[config.mk]
export PLATFORM = sky130hd
export DESIGN_NAME = uart_regfile
export DESIGN_NICKNAME = d
export VERILOG_FILES = /design/src/rtl/uart_rf_pkg.sv /design/src/rtl/uart_id_table.sv /design/src/rtl/uart_rx_fifo.sv /design/src/rtl/uart_regfile.sv
export SDC_FILE = /design/constraint.sdc
export NUM_CORES = 1
export LEC_CHECK = 0
export BUFFER_PORTS_ARGS = -buffer_cell sky130_fd_sc_hd__buf_2
export CORE_MARGIN = 2
export CORE_UTILIZATION = 40
export DETAILED_ROUTE_END_ITERATION = 7
export PLACE_DENSITY = 0.7
export SLEW_MARGIN = 20
export SYNTH_ARGS = -nofsm -noshare
export SYNTH_HDL_FRONTEND = slang
export SYNTH_SLANG_ARGS = --single-unit
[constraint.sdc]
create_clock -name clk -period 4.36 [get_ports clk]
set_input_delay 1.308 -clock clk [delete_from_list [all_inputs] [get_ports clk]]
set_output_delay 1.308 -clock clk [all_outputs]
set_load 0.05 [all_outputs]
[src/rtl/uart_rf_pkg.sv]
package uart_rf_pkg;

    localparam int IDX_W   = 10;
    localparam int DATA_W  = 8;
    localparam int ERR_W   = 4;
    localparam int WORD_W  = DATA_W + ERR_W;

    // register word indices
    localparam logic [IDX_W-1:0] RI_DATA  = 10'd0;
    localparam logic [IDX_W-1:0] RI_ESTAT = 10'd1;
    localparam logic [IDX_W-1:0] RI_FLAG  = 10'd6;
    localparam logic [IDX_W-1:0] RI_LPDIV = 10'd8;
    localparam logic [IDX_W-1:0] RI_IBAUD = 10'd9;
    localparam logic [IDX_W-1:0] RI_FBAUD = 10'd10;
    localparam logic [IDX_W-1:0] RI_LINE  = 10'd11;
    localparam logic [IDX_W-1:0] RI_CTRL  = 10'd12;
    localparam logic [IDX_W-1:0] RI_LEVEL = 10'd13;
    localparam logic [IDX_W-1:0] RI_MASK  = 10'd14;
    localparam logic [IDX_W-1:0] RI_RAW   = 10'd15;
    localparam logic [IDX_W-1:0] RI_MSKD  = 10'd16;
    localparam logic [IDX_W-1:0] RI_DMA   = 10'd18;
    localparam logic [IDX_W-1:0] RI_IDBASE = 10'h3F8;

    // stored register widths
    localparam int W_LPDIV = 8;
    localparam int W_IBAUD = 16;
    localparam int W_FBAUD = 6;
    localparam int W_LINE  = 8;
    localparam int W_CTRL  = 16;
    localparam int W_LEVEL = 6;
    localparam int W_INT   = 11;
    localparam int W_DMA   = 3;

    localparam logic [W_CTRL-1:0]  CTRL_RST  = 16'h0300;
    localparam logic [W_LEVEL-1:0] LEVEL_RST = 6'h12;

    localparam int LINE_BUF_EN = 4;
    localparam int INT_RX      = 4;
    localparam int INT_TX      = 5;
    localparam int FLG_RXE     = 4;
    localparam int FLG_TXF     = 5;
    localparam int FLG_RXF     = 6;
    localparam int FLG_TXE     = 7;

    typedef struct packed {
        logic [W_LPDIV-1:0] lpdiv;
        logic [W_IBAUD-1:0] ibaud;
        logic [W_FBAUD-1:0] fbaud;
        logic [W_LINE-1:0]  line;
        logic [W_CTRL-1:0]  ctrl;
        logic [W_LEVEL-1:0] level;
        logic [W_INT-1:0]   mask;
        logic [W_DMA-1:0]   dma;
    } cfg_regs_t;

endpackage

[src/rtl/uart_id_table.sv]
module uart_id_table #(
    parameter int ID_SET = 0
) (
    input  logic [2:0] sel,
    output logic [7:0] id_byte
);

    generate
        if (ID_SET == 1) begin : g_set_b
            always_comb begin
                case (sel)
                    3'd0:    id_byte = 8'h11;
                    3'd1:    id_byte = 8'h00;
                    3'd2:    id_byte = 8'h18;
                    3'd3:    id_byte = 8'h01;
                    3'd4:    id_byte = 8'h0D;
                    3'd5:    id_byte = 8'hF0;
                    3'd6:    id_byte = 8'h05;
                    default: id_byte = 8'hB1;
                endcase
            end
        end else begin : g_set_a
            always_comb begin
                case (sel)
                    3'd0:    id_byte = 8'h11;
                    3'd1:    id_byte = 8'h10;
                    3'd2:    id_byte = 8'h14;
                    3'd3:    id_byte = 8'h00;
                    3'd4:    id_byte = 8'h0D;
                    3'd5:    id_byte = 8'hF0;
                    3'd6:    id_byte = 8'h05;
                    default: id_byte = 8'hB1;
                endcase
            end
        end
    endgenerate

endmodule

[src/rtl/uart_rx_fifo.sv]
module uart_rx_fifo #(
    parameter int DEPTH  = 16,
    parameter int WORD_W = 12,
    localparam int PTR_W = $clog2(DEPTH),
    localparam int CNT_W = $clog2(DEPTH + 1)
) (
    input  logic              clk,
    input  logic              rst_n,
    input  logic              buf_en,
    input  logic              flush,
    input  logic              push,
    input  logic [WORD_W-1:0] push_word,
    input  logic              pop,
    output logic              ready,
    output logic              accepted,
    output logic              taken,
    output logic [WORD_W-1:0] head,
    output logic [CNT_W-1:0]  count,
    output logic [CNT_W-1:0]  count_next
);

    typedef struct packed {
        logic [PTR_W-1:0] rd_ptr;
        logic [CNT_W-1:0] count;
    } ptr_state_t;

    ptr_state_t        st_d, st_q;
    logic [WORD_W-1:0] mem_d [DEPTH];
    logic [WORD_W-1:0] mem_q [DEPTH];
    logic [CNT_W-1:0]  cap;

    function automatic logic [PTR_W-1:0] ptr_inc(input logic [PTR_W-1:0] p);
        return (int'(p) == DEPTH - 1) ? '0 : p + 1'b1;
    endfunction

    function automatic logic [PTR_W-1:0] slot_of(input logic [PTR_W-1:0] p,
                                                 input logic [CNT_W-1:0] c);
        logic [PTR_W:0] s;
        s = {1'b0, p} + (PTR_W+1)'(c);
        if (int'(s) >= DEPTH) s = s - (PTR_W+1)'(DEPTH);
        return s[PTR_W-1:0];
    endfunction

    assign cap      = buf_en ? CNT_W'(DEPTH) : CNT_W'(1);
    assign ready    = st_q.count < cap;
    assign accepted = push && ready;
    assign taken    = pop && (st_q.count != '0) && !flush;

    always_comb begin
        st_d  = st_q;
        mem_d = mem_q;
        if (flush) begin
            st_d.rd_ptr = '0;
            st_d.count  = '0;
        end else if (taken) begin
            st_d.rd_ptr = ptr_inc(st_q.rd_ptr);
            st_d.count  = st_q.count - 1'b1;
        end
        if (accepted) begin
            mem_d[slot_of(st_d.rd_ptr, st_d.count)] = push_word;
            st_d.count = st_d.count + 1'b1;
        end
    end

    always_ff @(posedge clk or negedge rst_n) begin
        if (!rst_n) begin
            st_q <= '0;
            for (int i = 0; i < DEPTH; i++) mem_q[i] <= '0;
        end else begin
            st_q  <= st_d;
            mem_q <= mem_d;
        end
    end

    assign head       = mem_q[st_q.rd_ptr];
    assign count      = st_q.count;
    assign count_next = st_d.count;

endmodule

[src/rtl/uart_regfile.sv]
module uart_regfile
    import uart_rf_pkg::*;
#(
    parameter int ID_SET     = 0,
    parameter int RX_DEPTH   = 16,
    parameter int RX_TRIGGER = 1,
    localparam int CNT_W     = $clog2(RX_DEPTH + 1)
) (
    input  logic              clk,
    input  logic              rst_n,
    input  logic [11:0]       bus_addr,
    input  logic              bus_rd,
    input  logic              bus_wr,
    input  logic [31:0]       bus_wdata,
    output logic [31:0]       bus_rdata,
    input  logic              rx_valid,
    input  logic [WORD_W-1:0] rx_word,
    output logic              rx_ready,
    output logic              tx_valid,
    output logic [7:0]        tx_byte,
    output logic              irq
);

    typedef struct packed {
        cfg_regs_t         cfg;
        logic [ERR_W-1:0]  estat;
        logic              rxe;
        logic              rxf;
        logic              rx_int;
        logic              tx_int;
        logic              tx_valid;
        logic [DATA_W-1:0] tx_byte;
    } top_state_t;

    localparam top_state_t RESET_STATE = '{
        cfg: '{lpdiv: '0, ibaud: '0, fbaud: '0, line: '0,
               ctrl: CTRL_RST, level: LEVEL_RST, mask: '0, dma: '0},
        estat: '0, rxe: 1'b1, rxf: 1'b0, rx_int: 1'b0, tx_int: 1'b0,
        tx_valid: 1'b0, tx_byte: '0
    };

    top_state_t        st_d, st_q;
    logic [IDX_W-1:0]  idx;
    logic              flush, pop_req;
    logic              f_ready, f_acc, f_taken;
    logic [WORD_W-1:0] f_head;
    logic [CNT_W-1:0]  f_count, f_count_next;
    logic [7:0]        id_byte;
    logic [W_INT-1:0]  raw, masked;
    logic [7:0]        flags;
    logic              buf_en_next;
    logic              unused_bits;

    // names brought out for the bound checker
    logic              rx_empty_q, rx_full_q, buf_en_q;
    logic [ERR_W-1:0]  estat_q;

    assign idx         = bus_addr[11:2];
    assign unused_bits = ^{bus_addr[1:0], bus_wdata[31:16]};
    assign pop_req     = bus_rd && (idx == RI_DATA);
    assign flush       = bus_wr && (idx == RI_LINE) &&
                         (bus_wdata[LINE_BUF_EN] != st_q.cfg.line[LINE_BUF_EN]);

    uart_rx_fifo #(
        .DEPTH (RX_DEPTH),
        .WORD_W(WORD_W)
    ) u_fifo (
        .clk       (clk),
        .rst_n     (rst_n),
        .buf_en    (st_q.cfg.line[LINE_BUF_EN]),
        .flush     (flush),
        .push      (rx_valid),
        .push_word (rx_word),
        .pop       (pop_req),
        .ready     (f_ready),
        .accepted  (f_acc),
        .taken     (f_taken),
        .head      (f_head),
        .count     (f_count),
        .count_next(f_count_next)
    );

    uart_id_table #(.ID_SET(ID_SET)) u_id (
        .sel    (idx[2:0]),
        .id_byte(id_byte)
    );

    // next-state computation
    always_comb begin
        st_d          = st_q;
        st_d.tx_valid = 1'b0;

        if (bus_wr) begin
            case (idx)
                RI_DATA: begin
                    st_d.tx_valid = 1'b1;
                    st_d.tx_byte  = bus_wdata[DATA_W-1:0];
                    st_d.tx_int   = 1'b1;
                end
                RI_ESTAT: st_d.estat     = '0;
                RI_LPDIV: st_d.cfg.lpdiv = bus_wdata[W_LPDIV-1:0];
                RI_IBAUD: st_d.cfg.ibaud = bus_wdata[W_IBAUD-1:0];
                RI_FBAUD: st_d.cfg.fbaud = bus_wdata[W_FBAUD-1:0];
                RI_LINE:  st_d.cfg.line  = bus_wdata[W_LINE-1:0];
                RI_CTRL:  st_d.cfg.ctrl  = bus_wdata[W_CTRL-1:0];
                RI_LEVEL: st_d.cfg.level = bus_wdata[W_LEVEL-1:0];
                RI_MASK:  st_d.cfg.mask  = bus_wdata[W_INT-1:0];
                RI_DMA:   st_d.cfg.dma   = bus_wdata[W_DMA-1:0];
                default: ;
            endcase
        end

        if (f_taken) st_d.estat = f_head[WORD_W-1:DATA_W];

        buf_en_next = st_d.cfg.line[LINE_BUF_EN];
        st_d.rxe    = (f_count_next == '0);
        st_d.rxf    = (f_count_next == (buf_en_next ? CNT_W'(RX_DEPTH) : CNT_W'(1)));

        if (f_taken && (int'(f_count) - 1 == RX_TRIGGER - 1)) st_d.rx_int = 1'b0;
        if (flush && !f_acc)                                  st_d.rx_int = 1'b0;
        if (f_acc && (int'(f_count_next) == RX_TRIGGER))      st_d.rx_int = 1'b1;
    end

    always_ff @(posedge clk or negedge rst_n) begin
        if (!rst_n) st_q <= RESET_STATE;
        else        st_q <= st_d;
    end

    // status vectors
    always_comb begin
        raw         = '0;
        raw[INT_RX] = st_q.rx_int;
        raw[INT_TX] = st_q.tx_int;
        masked      = raw & st_q.cfg.mask;
        flags          = '0;
        flags[FLG_RXE] = st_q.rxe;
        flags[FLG_TXF] = 1'b0;
        flags[FLG_RXF] = st_q.rxf;
        flags[FLG_TXE] = 1'b1;
    end

    // read mux
    always_comb begin
        bus_rdata = '0;
        if (idx >= RI_IDBASE) begin
            bus_rdata = 32'(id_byte);
        end else begin
            case (idx)
                RI_DATA:  bus_rdata = (f_count != '0) ? 32'(f_head) : 32'd0;
                RI_ESTAT: bus_rdata = 32'(st_q.estat);
                RI_FLAG:  bus_rdata = 32'(flags);
                RI_LPDIV: bus_rdata = 32'(st_q.cfg.lpdiv);
                RI_IBAUD: bus_rdata = 32'(st_q.cfg.ibaud);
                RI_FBAUD: bus_rdata = 32'(st_q.cfg.fbaud);
                RI_LINE:  bus_rdata = 32'(st_q.cfg.line);
                RI_CTRL:  bus_rdata = 32'(st_q.cfg.ctrl);
                RI_LEVEL: bus_rdata = 32'(st_q.cfg.level);
                RI_MASK:  bus_rdata = 32'(st_q.cfg.mask);
                RI_RAW:   bus_rdata = 32'(raw);
                RI_MSKD:  bus_rdata = 32'(masked);
                RI_DMA:   bus_rdata = 32'(st_q.cfg.dma);
                default:  bus_rdata = 32'd0;
            endcase
        end
    end

    assign rx_ready   = f_ready;
    assign tx_valid   = st_q.tx_valid;
    assign tx_byte    = st_q.tx_byte;
    assign irq        = |masked;

    assign rx_empty_q = st_q.rxe;
    assign rx_full_q  = st_q.rxf;
    assign buf_en_q   = st_q.cfg.line[LINE_BUF_EN];
    assign estat_q    = st_q.estat;

endmodule

==> impl_metrics.ini, run 1 <==
[run_status]
status = finished with violations
violations = setup timing

[flow_run]
drv_cap = 0

[final_layout]
finalInstanceArea_um2 = 17900
layout-drive-gt1-share = 0.526
nets = 1296
multi_input_area_um2 = 7160
layout_common_cells = dfrtp_1 (286), mux2_2 (193), buf_4 (102)
nFillCells = 3117
areaGrowthSynthToFinish_pct = 22.5
instances_no_fill = 1717
seq_area_um2 = 7320
final_common_cell = dfrtp_1

[global_route]
globalRouteMet1Util = 0.269
grt_busiest_layer = met2
grt_use_met2 = 0.312
grt_usage = 0.193
grt_pass1_vias = 9987
grt-ovfl-total = 0
antenna_found_initial = 2
use_met3 = 0.0378
grt_max_degree = 84
grt_pass1_wl_um = 57700

[die]
rows = 70
fp.dieH_um = 195
die_w_um = 195
core_area_um2 = 36300
start_util = 0.403
die_area_um2 = 38200
io_pins = 104

[detailed_routing]
dr.pass1.iters = 5
routed_wl_um = 36600
vias_per_cell = 5.51
ant_nets = 0
dr.first_iter.drc_count = 743
vias = 9456
avgRoutedWirePerCell_um = 21.3
drc = 0

[sta]
tightest_slew_ns = 0.711
maxSlewViolCount = 0
rsz0062_at_grt = yes
fin_crit_ns = 4.43
fin_skew_ns = 0.0308
slew_headroom = 0.519
finalWorstSetupSlack_ns = -0.0748
hold_slack_ns = 0.497
finalSetupViolCount = 14
finalCritPeriodShare = 1.02
hold_violations = 0
fmax_mhz = 225

[clocking]
cts_tree = yes
cts-root-buf = clkbuf_16
path_clk_slew_ns = 0.06
clock-sinks = 292
cts_buffers = 30
htree_levels = 1
cts_buffer_depth = 3
clk-insertion-delay-late_ns = 0.57
postCtsHoldBufs = 0

[yosys]
synth-adder-area-share = 0.00906
postSynth.asyncResetShare = 1.00
synth_top_area_cell = dfrtp_1
synth_compound_area_frac = 0.0568
yosysTopAreaCellShare = 0.490
synthFlopType = dfrtp_1
syn_area_um2 = 14600
avgSynthCellArea_um2 = 13.7
synth-simple-area-share = 0.0629
synth.distinct_cells = 71
ys_seq_area_frac = 0.499
synth_seq_cells = 292
yosysWarnings = 0
synth_top_family_by_area = multiplexers
postSynthCellCount = 1070
synth-xor-area-share = 0.0128
synthTopCellsByArea = dfrtp_1 (49%), mux2_2 (15%), mux2_4 (9.2%), mux4_2 (4.8%), mux2i_1 (3.0%)
synth_edf_count = 0
synth.mux.area_fraction = 0.318

[pwr]
p_sw_mw = 2.30
p_total_mw = 8.39
p_leak_nw = 8.69
p_per_area_nw_per_um2 = 468
swShare = 0.274
max-vdd-ir-drop_uv = 376
p_seq_frac = 0.446
pwr-share-clk = 0.320
internal-power_mw = 6.09
p_comb_frac = 0.234

[critical_path]
critPathCaptureType = output port
cp.arrival_ns = 3.13
required_ns = 3.05
cp_max_fo = 4
critPathKind = input pin to output port
start_kind = input pin

[placed_design]
place_congestion = 0.900
hpwl_um = 24600
post_dp_cell_area_um2 = 16400
place_inst = 1649
dpl_worst_slack_ns = -0.430
portBuffers = 69

[min_path]
worstHoldPathType = register to register
-- flip-flops by register name, summed over array words and instances (netlist names) --
register	count
rx_empty_q	1
raw	2
tx_valid	1
st_q	73
u_fifo.mem_q	192
rx_full_q	1
estat_q	4
u_fifo.count	5
buf_en_q	1
tx_byte	8
u_fifo.st_q	4
-- metal layers --
| layer | share of wire | wire length [µm] |
|---|---|---|
| met4 | 0.026 | 950 |
| met1 | 0.45 | 16600 |
| met5 | 0.00019 | 7 |
| met3 | 0.056 | 2040 |
| met2 | 0.46 | 17000 |
-- synthesized netlist by cell type (6+ instances only) --
cell / number
mux2_2: 193
o21ai_0: 23
a21oi_1: 27
nor3_1: 9
nand2_4: 7
a22o_1: 6
clkbuf_1: 44
a221oi_1: 16
nor2_1: 26
mux4_2: 31
buf_2: 8
xnor2_1: 7
mux2i_1: 44
nand2_1: 64
dfrtp_1: 287
mux2_4: 90
a22oi_1: 13
buf_6: 10
buf_4: 24
nand3_1: 15
ha_1: 9
inv_1: 14
-- kinds of logic (layout without fill, tap and decap cells) --
kind of cell | Yosys count | after routing
buffers and inverters | 106 | 269
AND/OR/NAND/NOR | 169 | 169
adder cells (fa/ha/maj) | 10 | 10
AO/OA/AOI/OAI | 119 | 119
multiplexers | 358 | 358
other | 1 | 17
flip-flops | 292 | 292
XOR/XNOR | 15 | 15
-- final timing paths --
path / slack, ns / endpoint / cells past startpoint / startpoint
setup / recovery: -0.07 / bus_rdata[2] / 9 / bus_addr[8]
hold / removal: 0.50 / tx_byte[7]$_DFFE_PN0P_ / 1 / tx_byte[7]$_DFFE_PN0P_
setup reg to reg: 0.34 / u_fifo.mem_q[95]$_DFFE_PN0P_ / 16 / u_fifo.count[0]$_DFF_PN0_
hold reg to reg: 0.50 / tx_byte[7]$_DFFE_PN0P_ / 1 / tx_byte[7]$_DFFE_PN0P_
max in group asynchronous: 2.64 / u_fifo.mem_q[184]$_DFFE_PN0P_ / 2 / rst_n
min in group asynchronous: 0.72 / tx_byte[0]$_DFFE_PN0P_ / 1 / rst_n
-- repair_timing --
item                       CTS  global route
pin swaps                    9            12
gates resized for setup     59            42
setup buffers                9             3
setup endpoints to repair   16            51
-- layout make-up --
type                            instances  share of cell area
Multi-Input combinational cell        687               0.399
Clock buffer                           37              0.0455
Antenna cell                            1            0.000139
Tap cell                              468              0.0326
Sequential cell                       292               0.408
Timing Repair Buffer                  200              0.0992
Clock inverter                         18              0.0124
Inverter                               14             0.00293
-- power groups by stage --
stage | sequential, mW | clock, mW | combinational, mW
CTS | 3.73 | 2.73 | 1.95
global route | 3.81 | 2.85 | 2.13
finish | 3.74 | 2.68 | 1.97
global placement | 3.73 | 0 | 1.86
floorplan | 3.65 | 0 | 1.48
detailed placement | 3.78 | 0 | 1.92
-- stage by stage --
stage | setup TNS, ns | utilization
3_3_place_gp | -56.56 | 0.451
6_report | -0.527 | 0.494
3_5_place_dp | -68.97 | 0.451
4_1_cts | 0 | 0.488
2_1_floorplan | -27.35 | -
5_1_grt | -1.34 | 0.494
-- critical path, cell delays in order --
cell and delay (ns):
buf_8 0.10, or4_4 0.57, nor3_4 0.18, nand3_2 0.14, buf_6 0.16, o22ai_2 0.16
a311oi_2 0.07, o211ai_1 0.17, buf_4 0.26
(Power assumes the default switching activity.)
==> inputs of run 2 (changes only) <==
==> constraint.sdc (replaced) <==
create_clock -name clk -period 4.36 [get_ports clk]
set_input_delay 0.218 -clock clk [delete_from_list [all_inputs] [get_ports clk]]
set_output_delay 0.218 -clock clk [all_outputs]
set_load 0.05 [all_outputs]
==> run 2 against run 1 <==
Largest power group unchanged; utilization decreased by 3.3 points; hold slack worse by 0.47 ns; the flow now finishes without violations; clock power increased by 7.8%.
==> impl_metrics.ini, run 2 (synthesis gave the netlist of run 1 again) <==
[final_layout]
nets = 1216
regMostFlops = u_fifo.mem_q
utilization = 0.461
nFillCells = 3187
areaGrowthSynthToFinish_pct = 14.3
instances_no_fill = 1637
final_common_cell = dfrtp_1
largest_reg_flops = 192
layout-drive-gt1-share = 0.435
finalInstanceArea_um2 = 16700
layout_common_cells = dfrtp_1 (286), mux2_2 (193), mux2_4 (90)

[sta]
fin_skew_ns = 0.0239
finalSetupViolCount = 0
finalSetupTns_ns = 0
maxSlewViolCount = 0
hold_violations = 0
fin_crit_ns = 4.09
rsz0062_at_grt = no
slew_headroom = 0.403
finalCritPeriodShare = 0.938
fmax_mhz = 245
tightest_slew_ns = 0.893

[critical_path]
max_stage_delay_ns = 0.51
cp.arrival_ns = 4.52
critPathCaptureType = register
cp_slowest_cell = or4b_1
critPathKind = register to register
cp_max_fo = 10
start_kind = register
required_ns = 4.79
critical_path.cell_chain = inv_1 > ha_1 > or4b_1 > nand4_2 > buf_4 > mux2i_1 > nor2_1 > ha_1 > a21o_1 > a21oi_2 > xor2_4 > xor2_4 > buf_12 > nor3_4 > buf_12 > mux2_4

[die]
io_pins = 104
die_area_um2 = 38200
start_util = 0.403
fp.dieH_um = 195
core_area_um2 = 36300
die_w_um = 195
rows = 70

[detailed_routing]
routed_wl_um = 34400
vias = 9096
drc = 0
avgRoutedWirePerCell_um = 21.0
dr.first_iter.drc_count = 715
vias_per_cell = 5.56
dr.pass1.iters = 5
ant_nets = 0

[placed_design]
place_inst = 1570
place_congestion = 0.885
hpwl_um = 22400
portBuffers = 69
post_dp_cell_area_um2 = 15500

[clocking]
cts_buffers = 30
cts_buffer_depth = 3
cts_tree = yes
path_clk_slew_ns = 0.07
clock-sinks = 292
htree_levels = 1
cts-root-buf = clkbuf_16
clk-insertion-delay-late_ns = 0.57

[global_route]
antenna_found_initial = 0
grt_max_degree = 95
grt_usage = 0.182
grt-ovfl-total = 0
grt_pass1_vias = 9443
grt_pass1_wl_um = 54900

[flow_run]
drv_cap = 0

[pwr]
max-vdd-ir-drop_uv = 374
p_leak_nw = 8.16
p_per_area_nw_per_um2 = 506

[run_status]
status = complete, no violations

[min_path]
worstHoldPathType = input pin to register
## run 2: cell types whose count changed in the layout (fill, tap and decap cells not counted), sizes merged
cell,change
buf,-90
bufinv,+4
clkbuf,-1
clkinv,+1
clkinvlp,-2
dlygate4sd3,+10
inv,-2
## run 2: repair_timing
action	in CTS	in global routing
setup buffers	1	0
gates resized for setup	0	3
pin swaps	1	0
endpoints found under the setup margin	73	145
hold buffers	10	0
hold endpoints to repair	112	0
## run 2: final timing paths
path,start,endpoint,slack [ns],cells after the start
worst max-delay path,u_fifo.count[0]$_DFF_PN0_,u_fifo.mem_q[139]$_DFFE_PN0P_,0.27,16
worst min-delay path,bus_wdata[3],st_q[40]$_DFFE_PN0P_,0.03,2
worst max register to register,u_fifo.count[0]$_DFF_PN0_,u_fifo.mem_q[139]$_DFFE_PN0P_,0.27,16
worst min register to register,tx_byte[4]$_DFFE_PN0P_,tx_byte[4]$_DFFE_PN0P_,0.50,1
max in group asynchronous,rst_n,st_q[69]$_DFFE_PN0P_,2.92,3
min in group asynchronous,rst_n,st_q[40]$_DFFE_PN0P_,0.25,2
## run 2: layout make-up
| cell class | instances | area [µm²] | area share |
|---|---|---|---|
| Antenna cell | 1 | 2.50 | 0.000149 |
| Clock buffer | 36 | 813 | 0.0486 |
| Clock inverter | 19 | 309 | 0.0185 |
| Inverter | 14 | 52.6 | 0.00314 |
| Multi-Input combinational cell | 687 | 6810 | 0.407 |
| Sequential cell | 292 | 7320 | 0.437 |
| Tap cell | 468 | 586 | 0.0350 |
| Timing Repair Buffer | 120 | 851 | 0.0508 |
## run 2: report_power, final
part           switching (mW)  internal [mW]  total (mW)  leakage (nW)
sequential              0.370           3.38        3.75          3.97
combinational           0.778           1.05        1.83          3.63
clock                    1.10           1.80        2.89         0.556
total                    2.24           6.23        8.48          8.16
## run 2: metal layers
| layer | share of wire | global-route usage | up-vias |
|---|---|---|---|
| met3 | 0.060 | 0.0306 | 51 |
| met4 | 0.020 | 0.0424 | 0 |
| met5 | 0 | 0 | - |
| met2 | 0.46 | 0.286 | 268 |
| met1 | 0.46 | 0.264 | 4745 |
| li1 | - | - | 4032 |
## run 2: through the flow
stage	worst slack [ns]	hold WS, ns	power, mW
finish	0.272	0.0260	8.48
global route	0.0159	0.0171	8.87
CTS	0.0919	0.00790	8.52
detailed placement	-0.0294	0.285	5.58
global placement	0.0198	0.275	5.48
floorplan	0.271	-0.0776	5.10
## run 2: worst max-delay path, delay by kind of cell, from the launching register on
| kind | cells | cell delay, ns |
|---|---|---|
| multiplexers | 2 | 0.49 |
| XOR/XNOR | 2 | 0.43 |
| adder cells (fa/ha/maj) | 2 | 0.40 |
| AO/OA/AOI/OAI | 2 | 0.42 |
| AND/OR/NAND/NOR | 4 | 1.05 |
| flip-flops | 1 | 0.41 |
| buffers and inverters | 4 | 0.74 |
==> inputs of run 3 (changes only) <==
Settings changed: CORE_ASPECT_RATIO from default to 1.5.
==> run 3 against run 2 <==
Worst setup slack better by 0.0083 ns; flip-flop and latch count stayed put; sequential power hardly changed; first-iteration DRC count is 11% lower; clock skew is 0.0029 ns lower; fmax is 0.20% higher; largest power group unchanged.
==> impl_metrics.ini, run 3 (synthesis gave the netlist of run 1 again) <==
[critical_path]
cp_max_fo = 12
crit_top_cell = ha_1
cp_slowest_cell = or3_4
critical_path.cell_chain = inv_1 > ha_1 > or4b_1 > and3_1 > nand2_1 > xor2_1 > nor2_1 > ha_1 > a21oi_2 > xor2_4 > xnor2_4 > or3_4 > mux2_4
max_stage_delay_ns = 0.57
start_kind = register
critPathKind = register to register
cp.arrival_ns = 4.52
required_ns = 4.80
critPathCaptureType = register

[detailed_routing]
ant_nets = 0
avgRoutedWirePerCell_um = 21.3
vias_per_cell = 5.53
dr.first_iter.drc_count = 636
drc = 0
dr.pass1.iters = 5
vias = 9084
routed_wl_um = 35000

[pwr]
p_comb_frac = 0.222
p_sw_mw = 2.22
p_leak_nw = 8.09
max-vdd-ir-drop_uv = 329
internal-power_mw = 6.07
p_seq_frac = 0.451
p_total_mw = 8.29
p_per_area_nw_per_um2 = 498
swShare = 0.268
pwr-share-clk = 0.327

[clocking]
htree_levels = 1
cts-root-buf = clkbuf_16
clock-sinks = 292
cts_buffer_depth = 3
cts_buffers = 27
clk-insertion-delay-late_ns = 0.57
path_clk_slew_ns = 0.07
cts_tree = yes

[final_layout]
nets = 1214
antenna_cells = 0
utilization = 0.463
regMostFlops = u_fifo.mem_q
largest_reg_flops = 192
areaGrowthSynthToFinish_pct = 13.6
layout-drive-gt1-share = 0.430
instances_no_fill = 1642
final_common_cell = dfrtp_1
layout_common_cells = dfrtp_1 (286), mux2_2 (193), mux2_4 (90)

[min_path]
worstHoldPathType = input pin to register

[placed_design]
hpwl_um = 22700
portBuffers = 69
place_congestion = 0.906
place_inst = 1574

[sta]
finalSetupViolCount = 0
slew_headroom = 0.355
maxSlewViolCount = 0
finalCritPeriodShare = 0.936
fin_skew_ns = 0.0210
finalSetupTns_ns = 0
fmax_mhz = 245
rsz0062_at_grt = no
tightest_slew_ns = 0.966
hold_violations = 0
fin_crit_ns = 4.08

[die]
die_w_um = 160
io_pins = 104
start_util = 0.407
core_area_um2 = 35900
rows = 85
die_area_um2 = 38200
fp.dieH_um = 238

[run_status]
status = complete, no violations

[global_route]
grt-ovfl-total = 0
grt_pass1_vias = 9520
grt_usage = 0.186
antenna_found_initial = 0
grt_max_degree = 138
grt_pass1_wl_um = 55600

[flow_run]
drv_cap = 0
## run 3: changes by cell type in the layout (fill, tap and decap cells not counted), moves of 3 or more
cell,before,now
buf_12,7,2
clkbuf_16,30,27
clkinv_2,9,5
dlygate4sd3_1,10,14
## run 3: power groups by stage
stage	combinational, mW	sequential [mW]	clock, mW
after detailed placement	1.81	3.77	0
after floorplan	1.45	3.65	0
after global routing	2.00	3.81	2.87
after global placement	1.75	3.73	0
final	1.84	3.74	2.71
after CTS	1.83	3.73	2.76
## run 3: path summary, 6_finish.rpt
kind	end	from	cells after the start	slack, ns
max in group asynchronous	u_fifo.mem_q[155]$_DFFE_PN0P_	rst_n	4	2.88
worst min-delay path	tx_byte[2]$_DFFE_PN0P_	bus_wdata[2]	2	0.02
min in group asynchronous	st_q[23]$_DFFE_PN0P_	rst_n	2	0.25
worst min register to register	u_fifo.mem_q[160]$_DFFE_PN0P_	u_fifo.mem_q[160]$_DFFE_PN0P_	1	0.50
worst max register to register	u_fifo.mem_q[47]$_DFFE_PN0P_	u_fifo.count[0]$_DFF_PN0_	13	0.28
worst max-delay path	u_fifo.mem_q[47]$_DFFE_PN0P_	u_fifo.count[0]$_DFF_PN0_	13	0.28
## run 3: per-layer routing
layer	routed length, µm	up-vias	GRT usage
met2	18100	284	0.334
met5	0	-	0
met4	1600	0	0.0871
met3	1720	82	0.0254
met1	13500	4670	0.222
li1	-	4048	-
## run 3: stage by stage
step	hold WS, ns	instance area [µm²]	setup slack [ns]
6_report	0.0221	16600	0.280
5_1_grt	0.0234	16600	0.0129
4_1_cts	0.0165	16600	0.0554
3_5_place_dp	0.428	15400	0.0242
3_3_place_gp	0.426	15400	0.0760
2_1_floorplan	-0.0776	14700	0.271
## run 3: final cells by class
class	count	area [µm²]
clock buffers	34	742
clock inverters	16	279
fillers	3188	19300
inverters	14	52.6
multi-input cells	687	6810
flip-flops and latches	292	7320
well taps	478	598
repair buffers	121	830
## run 3: critical path, delay by kind of cell (launching register included)
kind	cells	cell delay [ns]
compound gates	1	0.25
xor+xnor	3	0.60
fa+ha+maj	2	0.53
buf+inv	1	0.16
flops	1	0.43
mux	1	0.35
simple gates	5	1.63
## run 3: repair_timing
item / in CTS / in global routing
buffers inserted: 0 / 3
hold endpoints to repair: 188 / 0
pin swaps: 0 / 1
hold buffers: 14 / 0
setup endpoints to repair: 32 / 162
gates resized for setup: 1 / 4
